--- src/rtl/tas_pkg.sv ---
package tas_pkg;

  localparam logic [30:0] NS_PER_SEC = 31'd1_000_000_000;

  typedef struct packed {
    logic [31:0] sec;
    logic [29:0] ns;
  } ptp_time_t;

  // add a nanosecond span below one second, carrying into seconds
  function automatic ptp_time_t t_add_ns(input ptp_time_t a, input logic [30:0] d);
    ptp_time_t r;
    logic [30:0] s;
    s = {1'b0, a.ns} + d;
    if (s >= NS_PER_SEC) begin
      r.ns  = 30'(s - NS_PER_SEC);
      r.sec = a.sec + 32'd1;
    end else begin
      r.ns  = s[29:0];
      r.sec = a.sec;
    end
    return r;
  endfunction

  function automatic ptp_time_t t_add(input ptp_time_t a, input ptp_time_t b);
    ptp_time_t r;
    r = t_add_ns(a, {1'b0, b.ns});
    r.sec = r.sec + b.sec;
    return r;
  endfunction

  function automatic logic t_ge(input ptp_time_t a, input ptp_time_t b);
    return (a.sec > b.sec) || ((a.sec == b.sec) && (a.ns >= b.ns));
  endfunction

endpackage

--- src/rtl/tas_gcl_store.sv ---
module tas_gcl_store #(
  parameter int DEPTH   = 16,
  parameter int ENTRY_W = 32,
  localparam int IDX_W  = $clog2(DEPTH)
) (
  input  logic               clk,
  input  logic               rst_n,
  input  logic               wr_en,
  input  logic               wr_bank,
  input  logic [IDX_W-1:0]   wr_idx,
  input  logic [ENTRY_W-1:0] wr_data,
  input  logic               rd_a_bank,
  input  logic [IDX_W-1:0]   rd_a_idx,
  output logic [ENTRY_W-1:0] rd_a_data,
  input  logic               rd_b_bank,
  input  logic [IDX_W-1:0]   rd_b_idx,
  output logic [ENTRY_W-1:0] rd_b_data
);

  logic [ENTRY_W-1:0] bank_a_q [2];
  logic [ENTRY_W-1:0] bank_b_q [2];

  for (genvar gb = 0; gb < 2; gb++) begin : g_bank
    logic [ENTRY_W-1:0] mem_q [DEPTH];

    always_ff @(posedge clk or negedge rst_n) begin
      if (!rst_n) begin
        for (int i = 0; i < DEPTH; i++) mem_q[i] <= '0;
      end else if (wr_en && (wr_bank == 1'(gb))) begin
        mem_q[wr_idx] <= wr_data;
      end
    end

    assign bank_a_q[gb] = mem_q[rd_a_idx];
    assign bank_b_q[gb] = mem_q[rd_b_idx];
  end

  assign rd_a_data = bank_a_q[rd_a_bank];
  assign rd_b_data = bank_b_q[rd_b_bank];

  // writes never land in the bank the gates are read from
  assert_wr_pending_only_R9: assert property (@(posedge clk) disable iff (!rst_n)
    wr_en |-> (wr_bank != rd_a_bank));

endmodule

--- src/rtl/tas_cycle_ctrl.sv ---
module tas_cycle_ctrl
  import tas_pkg::*;
#(
  parameter int DEPTH   = 16,
  parameter int NUM_Q   = 8,
  parameter int IVL_W   = 24,
  localparam int IDX_W  = $clog2(DEPTH),
  localparam int LEN_W  = $clog2(DEPTH + 1),
  localparam int ENTRY_W = NUM_Q + IVL_W
) (
  input  logic               clk,
  input  logic               rst_n,
  input  logic               enable,
  input  logic               swap_req,
  input  ptp_time_t          now_t,
  input  logic [7:0]         lead_ns,
  input  logic [7:0]         guard_ns,
  input  ptp_time_t          base_t,
  input  ptp_time_t          cyc_t,
  input  logic [LEN_W-1:0]   list_len,
  input  logic [ENTRY_W-1:0] look_data,
  output logic               look_bank,
  output logic [IDX_W-1:0]   look_idx,
  output logic               act_bank,
  output logic [IDX_W-1:0]   act_idx,
  output logic               run_gates,
  output logic               swap_done
);

  typedef enum logic [1:0] {S_IDLE, S_ALIGN, S_WAIT, S_RUN} st_e;

  st_e              st_q;
  ptp_time_t        cs_q, cyc_end_q, ent_end_q;
  logic [IDX_W-1:0] idx_q;
  logic [LEN_W-1:0] len_q;
  logic             bank_q, done_q;

  ptp_time_t        eff_t, st_t;
  logic [LEN_W-1:0] new_len;
  logic [30:0]      dur;
  logic             at_last, ent_due, cyc_due, last_over;
  logic             start, advance, swap_now;

  always_comb begin
    eff_t     = t_add_ns(now_t, 31'(lead_ns));
    ent_due   = t_ge(eff_t, ent_end_q);
    cyc_due   = t_ge(eff_t, cyc_end_q);
    at_last   = (len_q != '0) && ((LEN_W'(idx_q) + LEN_W'(1)) == len_q);
    last_over = at_last && ent_due;
    start     = 1'b0;
    st_t      = cyc_end_q;
    if (st_q == S_WAIT) begin
      start = t_ge(eff_t, cs_q);
      st_t  = cs_q;
    end else if (st_q == S_RUN) begin
      start = cyc_due || last_over;
      st_t  = (last_over && !t_ge(ent_end_q, cyc_end_q)) ? ent_end_q : cyc_end_q;
    end
    advance   = (st_q == S_RUN) && !start && (len_q != '0) && !at_last && ent_due;
    swap_now  = start && swap_req;
    look_bank = swap_now ? ~bank_q : bank_q;
    look_idx  = start ? '0 : idx_q + IDX_W'(1);
    new_len   = (list_len > LEN_W'(DEPTH)) ? LEN_W'(DEPTH) : list_len;
    dur       = 31'(look_data[IVL_W-1:0]) + 31'(guard_ns);
  end

  always_ff @(posedge clk or negedge rst_n) begin
    if (!rst_n) begin
      st_q      <= S_IDLE;
      cs_q      <= '0;
      cyc_end_q <= '0;
      ent_end_q <= '0;
      idx_q     <= '0;
      len_q     <= '0;
      bank_q    <= 1'b0;
      done_q    <= 1'b0;
    end else begin
      done_q <= 1'b0;
      if (!enable) begin
        st_q <= S_IDLE;
      end else begin
        case (st_q)
          S_IDLE: begin
            cs_q <= base_t;
            st_q <= S_ALIGN;
          end
          S_ALIGN: begin
            if (t_ge(cs_q, eff_t)) st_q <= S_WAIT;
            else                   cs_q <= t_add(cs_q, cyc_t);
          end
          default: begin
            if (start) begin
              cs_q      <= st_t;
              cyc_end_q <= t_add(st_t, cyc_t);
              ent_end_q <= t_add_ns(st_t, dur);
              idx_q     <= '0;
              len_q     <= swap_now ? new_len : len_q;
              bank_q    <= look_bank;
              done_q    <= swap_now;
              st_q      <= S_RUN;
            end else if (advance) begin
              idx_q     <= idx_q + IDX_W'(1);
              ent_end_q <= t_add_ns(ent_end_q, dur);
            end
          end
        endcase
      end
    end
  end

  assign act_bank  = bank_q;
  assign act_idx   = idx_q;
  assign run_gates = (st_q == S_RUN) && (len_q != '0);
  assign swap_done = done_q;

  assert_idx_in_list_R5: assert property (@(posedge clk) disable iff (!rst_n)
    (st_q == S_RUN && len_q != '0) |-> (LEN_W'(idx_q) < len_q));

  assert_idx_steps_R5: assert property (@(posedge clk) disable iff (!rst_n)
    (st_q == S_RUN && $past(st_q) == S_RUN && idx_q != $past(idx_q))
      |-> (idx_q == '0 || idx_q == $past(idx_q) + IDX_W'(1)));

  assert_swap_at_start_R10: assert property (@(posedge clk) disable iff (!rst_n)
    done_q |-> (st_q == S_RUN && idx_q == '0 && bank_q != $past(bank_q)));

  assert_ns_normalised_R7: assert property (@(posedge clk) disable iff (!rst_n)
    (st_q == S_RUN) |-> ({1'b0, cyc_end_q.ns} < NS_PER_SEC && {1'b0, ent_end_q.ns} < NS_PER_SEC));

endmodule

--- src/rtl/tas_gate_out.sv ---
module tas_gate_out #(
  parameter int NUM_Q   = 8,
  parameter int ENTRY_W = 32
) (
  input  logic               clk,
  input  logic               rst_n,
  input  logic               run_gates,
  input  logic [ENTRY_W-1:0] entry,
  output logic [NUM_Q-1:0]   gate_open
);

  logic [NUM_Q-1:0] gate_q;

  always_ff @(posedge clk or negedge rst_n) begin
    if (!rst_n)         gate_q <= '1;
    else if (run_gates) gate_q <= entry[ENTRY_W-1 -: NUM_Q];
    else                gate_q <= '1;
  end

  assign gate_open = gate_q;

endmodule

--- src/rtl/tas_gate_sched.sv ---
module tas_gate_sched
  import tas_pkg::*;
#(
  parameter int DEPTH   = 16,
  parameter int NUM_Q   = 8,
  parameter int IVL_W   = 24,
  localparam int IDX_W  = $clog2(DEPTH),
  localparam int LEN_W  = $clog2(DEPTH + 1),
  localparam int ENTRY_W = NUM_Q + IVL_W
) (
  input  logic               clk,
  input  logic               rst_n,
  input  logic               enable,
  input  logic               swap_req,
  output logic               swap_done,
  input  logic [31:0]        ptp_sec,
  input  logic [29:0]        ptp_ns,
  input  logic [7:0]         lead_ns,
  input  logic [7:0]         guard_ns,
  input  logic [31:0]        base_sec,
  input  logic [29:0]        base_ns,
  input  logic [31:0]        cyc_sec,
  input  logic [29:0]        cyc_ns,
  input  logic [LEN_W-1:0]   list_len,
  input  logic               wr_en,
  input  logic [IDX_W-1:0]   wr_idx,
  input  logic [ENTRY_W-1:0] wr_data,
  output logic [NUM_Q-1:0]   gate_open
);

  ptp_time_t          now_t, base_t, cyc_t;
  logic               look_bank, act_bank, run_gates;
  logic [IDX_W-1:0]   look_idx, act_idx;
  logic [ENTRY_W-1:0] look_data, act_data;

  assign now_t  = '{sec: ptp_sec,  ns: ptp_ns};
  assign base_t = '{sec: base_sec, ns: base_ns};
  assign cyc_t  = '{sec: cyc_sec,  ns: cyc_ns};

  tas_gcl_store #(.DEPTH(DEPTH), .ENTRY_W(ENTRY_W)) store_i (
    .clk       (clk),
    .rst_n     (rst_n),
    .wr_en     (wr_en),
    .wr_bank   (~act_bank),
    .wr_idx    (wr_idx),
    .wr_data   (wr_data),
    .rd_a_bank (act_bank),
    .rd_a_idx  (act_idx),
    .rd_a_data (act_data),
    .rd_b_bank (look_bank),
    .rd_b_idx  (look_idx),
    .rd_b_data (look_data)
  );

  tas_cycle_ctrl #(.DEPTH(DEPTH), .NUM_Q(NUM_Q), .IVL_W(IVL_W)) ctrl_i (
    .clk       (clk),
    .rst_n     (rst_n),
    .enable    (enable),
    .swap_req  (swap_req),
    .now_t     (now_t),
    .lead_ns   (lead_ns),
    .guard_ns  (guard_ns),
    .base_t    (base_t),
    .cyc_t     (cyc_t),
    .list_len  (list_len),
    .look_data (look_data),
    .look_bank (look_bank),
    .look_idx  (look_idx),
    .act_bank  (act_bank),
    .act_idx   (act_idx),
    .run_gates (run_gates),
    .swap_done (swap_done)
  );

  tas_gate_out #(.NUM_Q(NUM_Q), .ENTRY_W(ENTRY_W)) gate_i (
    .clk       (clk),
    .rst_n     (rst_n),
    .run_gates (run_gates),
    .entry     (act_data),
    .gate_open (gate_open)
  );

  assert_disabled_open_R2: assert property (@(posedge clk) disable iff (!rst_n)
    (!enable && $past(!enable)) |=> (&gate_open));

endmodule

--- config.mk ---
export PLATFORM = sky130hd
export DESIGN_NAME = tas_gate_sched
export DESIGN_NICKNAME = d
export VERILOG_FILES = /design/src/rtl/tas_pkg.sv /design/src/rtl/tas_gcl_store.sv /design/src/rtl/tas_cycle_ctrl.sv /design/src/rtl/tas_gate_out.sv /design/src/rtl/tas_gate_sched.sv
export SDC_FILE = /design/constraint.sdc
export NUM_CORES = 2
export LEC_CHECK = 0
export BUFFER_PORTS_ARGS = -buffer_cell sky130_fd_sc_hd__buf_4
export CAP_MARGIN = 20
export CORE_MARGIN = 5
export CORE_UTILIZATION = 38
export DETAILED_ROUTE_END_ITERATION = 10
export PLACE_DENSITY = 0.61
export RECOVER_POWER = 50
export SYNTH_ARGS = -nofsm -noshare
export SYNTH_HDL_FRONTEND = slang
export SYNTH_SLANG_ARGS = --single-unit
--- constraint.sdc ---
create_clock -name clk -period 10.09 [get_ports clk]
set_input_delay 0.5045 -clock clk [delete_from_list [all_inputs] [get_ports clk]]
set_output_delay 0.5045 -clock clk [all_outputs]
set_load 0.01 [all_outputs]
==> results.py <==
metrics = {
    "synthesis": {
        "synth-main-ff-cell": "dfrtp_1",
        "ys_ff_latch": 1231,
        "synth.area.top_cells": "dfrtp_1 (38%), mux2_2 (15%), ha_1 (7.0%)",
        "synth_cells": 7765,
        "synthArstFlopShare": 1.00,
        "synth_area_per_cell_um2": 10.3,
        "yosysTopAreaCell": "dfrtp_1",
        "ys_seq_area_frac": 0.386,
        "synth_top_area_frac": 0.384,
        "synth_edf_count": 0,
        "syn-cell-area_um2": 79800,
        "synth_fp_nets": 8467,
        "yosysWarnings": 0,
        "yosys.cell_types.count": 137,
    },
    "min_path": {
        "hold_end": "ctrl_i.len_q[1]$_DFFE_PN0P_",
        "min_from": "list_len[1]",
        "hp-class": "input port to register",
        "hold_path_depth": 3,
    },
    "setup_path": {
        "crit_fanout": 8,
        "worst_setup_path_start_kind": "input port",
        "regToRegSetupSlack_ns": 0.28,
        "reg2reg_to": "ctrl_i.ent_end_q[35]$_DFFE_PN0P_",
        "critPathKind": "input port to register",
        "crit_path_top_delay_cell": "nor4_4",
        "crit_required_ns": 10.71,
        "worstPathArrival_ns": 13.21,
        "cp_common_cell": "buf_4",
        "path_buf_inv": 20,
        "cp-end-kind": "register",
        "reg2reg_depth": 52,
        "cp_slowest_stage_delay_ns": 0.41,
        "r2r-start": "ctrl_i.ent_end_q[60]$_DFFE_PN0P_",
        "crit_family": "compound AO/OA/AOI/OAI gates",
    },
    "placement": {
        "dp_slack_ns": -4.52,
        "detailed_place_hpwl_mm": 214,
        "port_buffers": 256,
        "gp_congestion": 1.02,
    },
    "route": {
        "wl_per_cell_um": 25.7,
        "drt_iter0_drc": 6126,
        "antenna_left": 0,
        "drc": 0,
        "viasPerCell": 5.80,
        "dr.pass1.iters": 6,
        "drt_wl_total_mm": 307,
        "num_vias": 69200,
    },
    "global_route": {
        "track_usage": 0.270,
        "antenna_found_initial": 19,
        "grt_max_degree": 192,
        "grt_pass1_vias": 68600,
        "overflow": 0,
        "grt_pass1_wl_mm": 448,
    },
    "floorplan": {
        "die_h_um": 468,
        "die_area_um2": 219000,
        "ioPinCount": 257,
        "die_x_um": 468,
        "core_area_um2": 209000,
        "rows": 168,
        "initial_core_util": 0.381,
    },
    "final_layout": {
        "layout_common_cells": "buf_4 (1459), dfrtp_1 (1219), mux2_2 (1036)",
        "syn_to_final_growth_pct": 28.4,
        "fillers": 18900,
        "drive_above_1_share": 0.391,
        "finalNetCount": 9701,
        "layout_commonest_cell": "buf_4",
    },
    "sta": {
        "max_freq_mhz": 79.4,
        "worst_hold_slack_ns": 0.0593,
        "skew_ns": 0.0747,
        "setup_slack_ns": -2.50,
        "max-slew-margin-rel": -5.45,
        "slew_viol_final": 595,
        "tightest_slew_ns": 9.68,
        "post-route-period-util": 1.25,
        "rsz0062_at_grt": "yes",
        "fin_crit_ns": 12.59,
        "setup_viol": 86,
        "final_hold_viol_count": 0,
    },
    "clock_tree": {
        "path_clk_slew_ns": 0.06,
        "clk-insertion-delay-late_ns": 0.83,
        "root_buffer": "clkbuf_16",
        "cts_buffers": 139,
        "htree_levels": 4,
        "clockBufferDepth": 3,
        "cts_tree": "yes",
        "clock_sinks": 1231,
    },
    "status": {
        "status": "finished, violations left",
        "violations": "capacitance limit, slew limit, setup timing",
    },
    "power_and_ir_drop": {
        "power_density_nw_per_um2": 408,
        "p_int_w": 0.0237,
        "irDropWorstVdd_mv": 0.380,
        "seq_power_share": 0.195,
        "clkPwrFrac": 0.127,
        "leakage_nw": 46.0,
        "switching_power_w": 0.0181,
        "swShare": 0.432,
        "p_comb_frac": 0.677,
    },
    "job": {
        "max_cap_violations": 13,
    },
}
==> metrics by stage <==
step / cells / power, W / utilization / TNS [ns] / cell area [µm²]
2_1_floorplan: 7765 / 0.0225 / - / -132.28 / 80700
3_3_place_gp: 11500 / 0.0334 / 0.448 / -361.44 / 93600
3_5_place_dp: 11500 / 0.0339 / 0.448 / -364.00 / 93600
4_1_cts: 11800 / 0.0402 / 0.478 / -172.44 / 99900
5_1_grt: 11900 / 0.0444 / 0.490 / -1260.14 / 102000
6_report: 11900 / 0.0418 / 0.490 / -173.73 / 102000
==> what timing repair did <==
action                                 in CTS  in global routing
setup buffers                              51                 86
gates resized for setup                   172                380
cloned                                      2                  5
endpoints found under the hold margin     166                  0
hold buffers                                6                  0
pin swaps                                 117                221
setup endpoints to repair                 112                112
==> cell families (layout without fill, tap and decap cells) <==
logic type | after synthesis | after routing | share of synthesized area
adder cells (fa/ha/maj) | 455 | 455 | 0.0721
buffers and inverters | 788 | 2135 | 0.0389
other | 0 | 12 | 0
AO/OA/AOI/OAI | 1676 | 1677 | 0.144
AND/OR/NAND/NOR | 1926 | 1926 | 0.115
flip-flops | 1231 | 1231 | 0.386
multiplexers | 1278 | 1278 | 0.198
XOR/XNOR | 411 | 411 | 0.0455
==> Yosys cell counts, types with 43 or more instances <==
| master | instances |
|---|---|
| dfrtp_1 | 1223 |
| a211oi_1 | 75 |
| nor2b_1 | 58 |
| o21ai_1 | 45 |
| xor2_1 | 132 |
| nand3_1 | 182 |
| o21ai_0 | 346 |
| mux4_2 | 136 |
| mux2i_1 | 101 |
| nor3_1 | 127 |
| and2_1 | 43 |
| xnor2_1 | 276 |
| o21a_1 | 58 |
| ha_1 | 446 |
| buf_1 | 83 |
| and3_1 | 66 |
| a221oi_1 | 55 |
| inv_1 | 277 |
| a31oi_1 | 76 |
| o211ai_1 | 62 |
| mux2_2 | 1039 |
| a21oi_1 | 345 |
| buf_2 | 60 |
| nand2_1 | 729 |
| clkbuf_1 | 348 |
| nand2b_1 | 46 |
| a21o_1 | 128 |
| o22ai_1 | 52 |
| nor2_1 | 416 |
| nand4_1 | 82 |
| a311oi_1 | 52 |
==> per-layer routing <==
metal,share of wire,global-route usage,vias to the layer above,wire [µm]
met1,0.43,0.372,34800,131000
met2,0.45,0.426,2787,139000
met3,0.076,0.0492,609,23400
met4,0.042,0.0964,12,12800
li1,-,-,31000,-
met5,0.00025,0,-,78
==> power by group through the flow <==
stage | clock network (W) | registers (W) | logic [W]
floorplan | 0 | 0.00775 | 0.0148
global placement | 0 | 0.00806 | 0.0254
detailed placement | 0 | 0.00818 | 0.0257
CTS | 0.00539 | 0.00811 | 0.0267
global route | 0.00558 | 0.00836 | 0.0305
finish | 0.00531 | 0.00817 | 0.0283
==> final cells by class <==
class                   count  area [µm²]  area share
clock buffers             197        3990      0.0389
clock inverters            58         812     0.00793
well taps                2805        3510      0.0343
inverters                 283        1070      0.0104
diodes                     12        30.0    0.000293
multi-input cells        5747       49300       0.482
repair buffers           1597       12900       0.126
flip-flops and latches   1231       30800       0.301
==> registers in the layout, summed over array words and instances, names as in the netlist <==
signal	count
ctrl_i.cyc_end_q	62
ctrl_i.cs_q	62
ctrl_i.act_idx	4
ctrl_i.act_bank	1
ctrl_i.ent_end_q	62
ctrl_i.swap_done	1
store_i.g_bank.mem_q	1024
gate_i.gate_open	8
ctrl_i.st_q	2
ctrl_i.len_q	5
==> worst reg2reg max path, delay by kind of cell, from the launching register on <==
kind,cells,cell delay [ns]
compound gates,21,3.80
xor+xnor,2,0.37
fa+ha+maj,3,0.86
buf+inv,13,2.03
flops,1,0.51
mux,1,0.35
simple gates,12,1.73
==> worst max path at each step <==
stage                     startpoint                          endpoint  depth (start not counted)
after floorplan            ptp_ns[0]  ctrl_i.cyc_end_q[58]$_DFFE_PN0P_                         69
after global placement     ptp_ns[0]  ctrl_i.ent_end_q[60]$_DFFE_PN0P_                         68
after detailed placement   ptp_ns[0]  ctrl_i.ent_end_q[60]$_DFFE_PN0P_                         68
after CTS                  ptp_ns[0]  ctrl_i.ent_end_q[51]$_DFFE_PN0P_                         78
after global routing      lead_ns[0]  ctrl_i.ent_end_q[31]$_DFFE_PN0P_                         74
final                      ptp_ns[1]  ctrl_i.ent_end_q[35]$_DFFE_PN0P_                         75
Power figures use the tool's default switching activity.
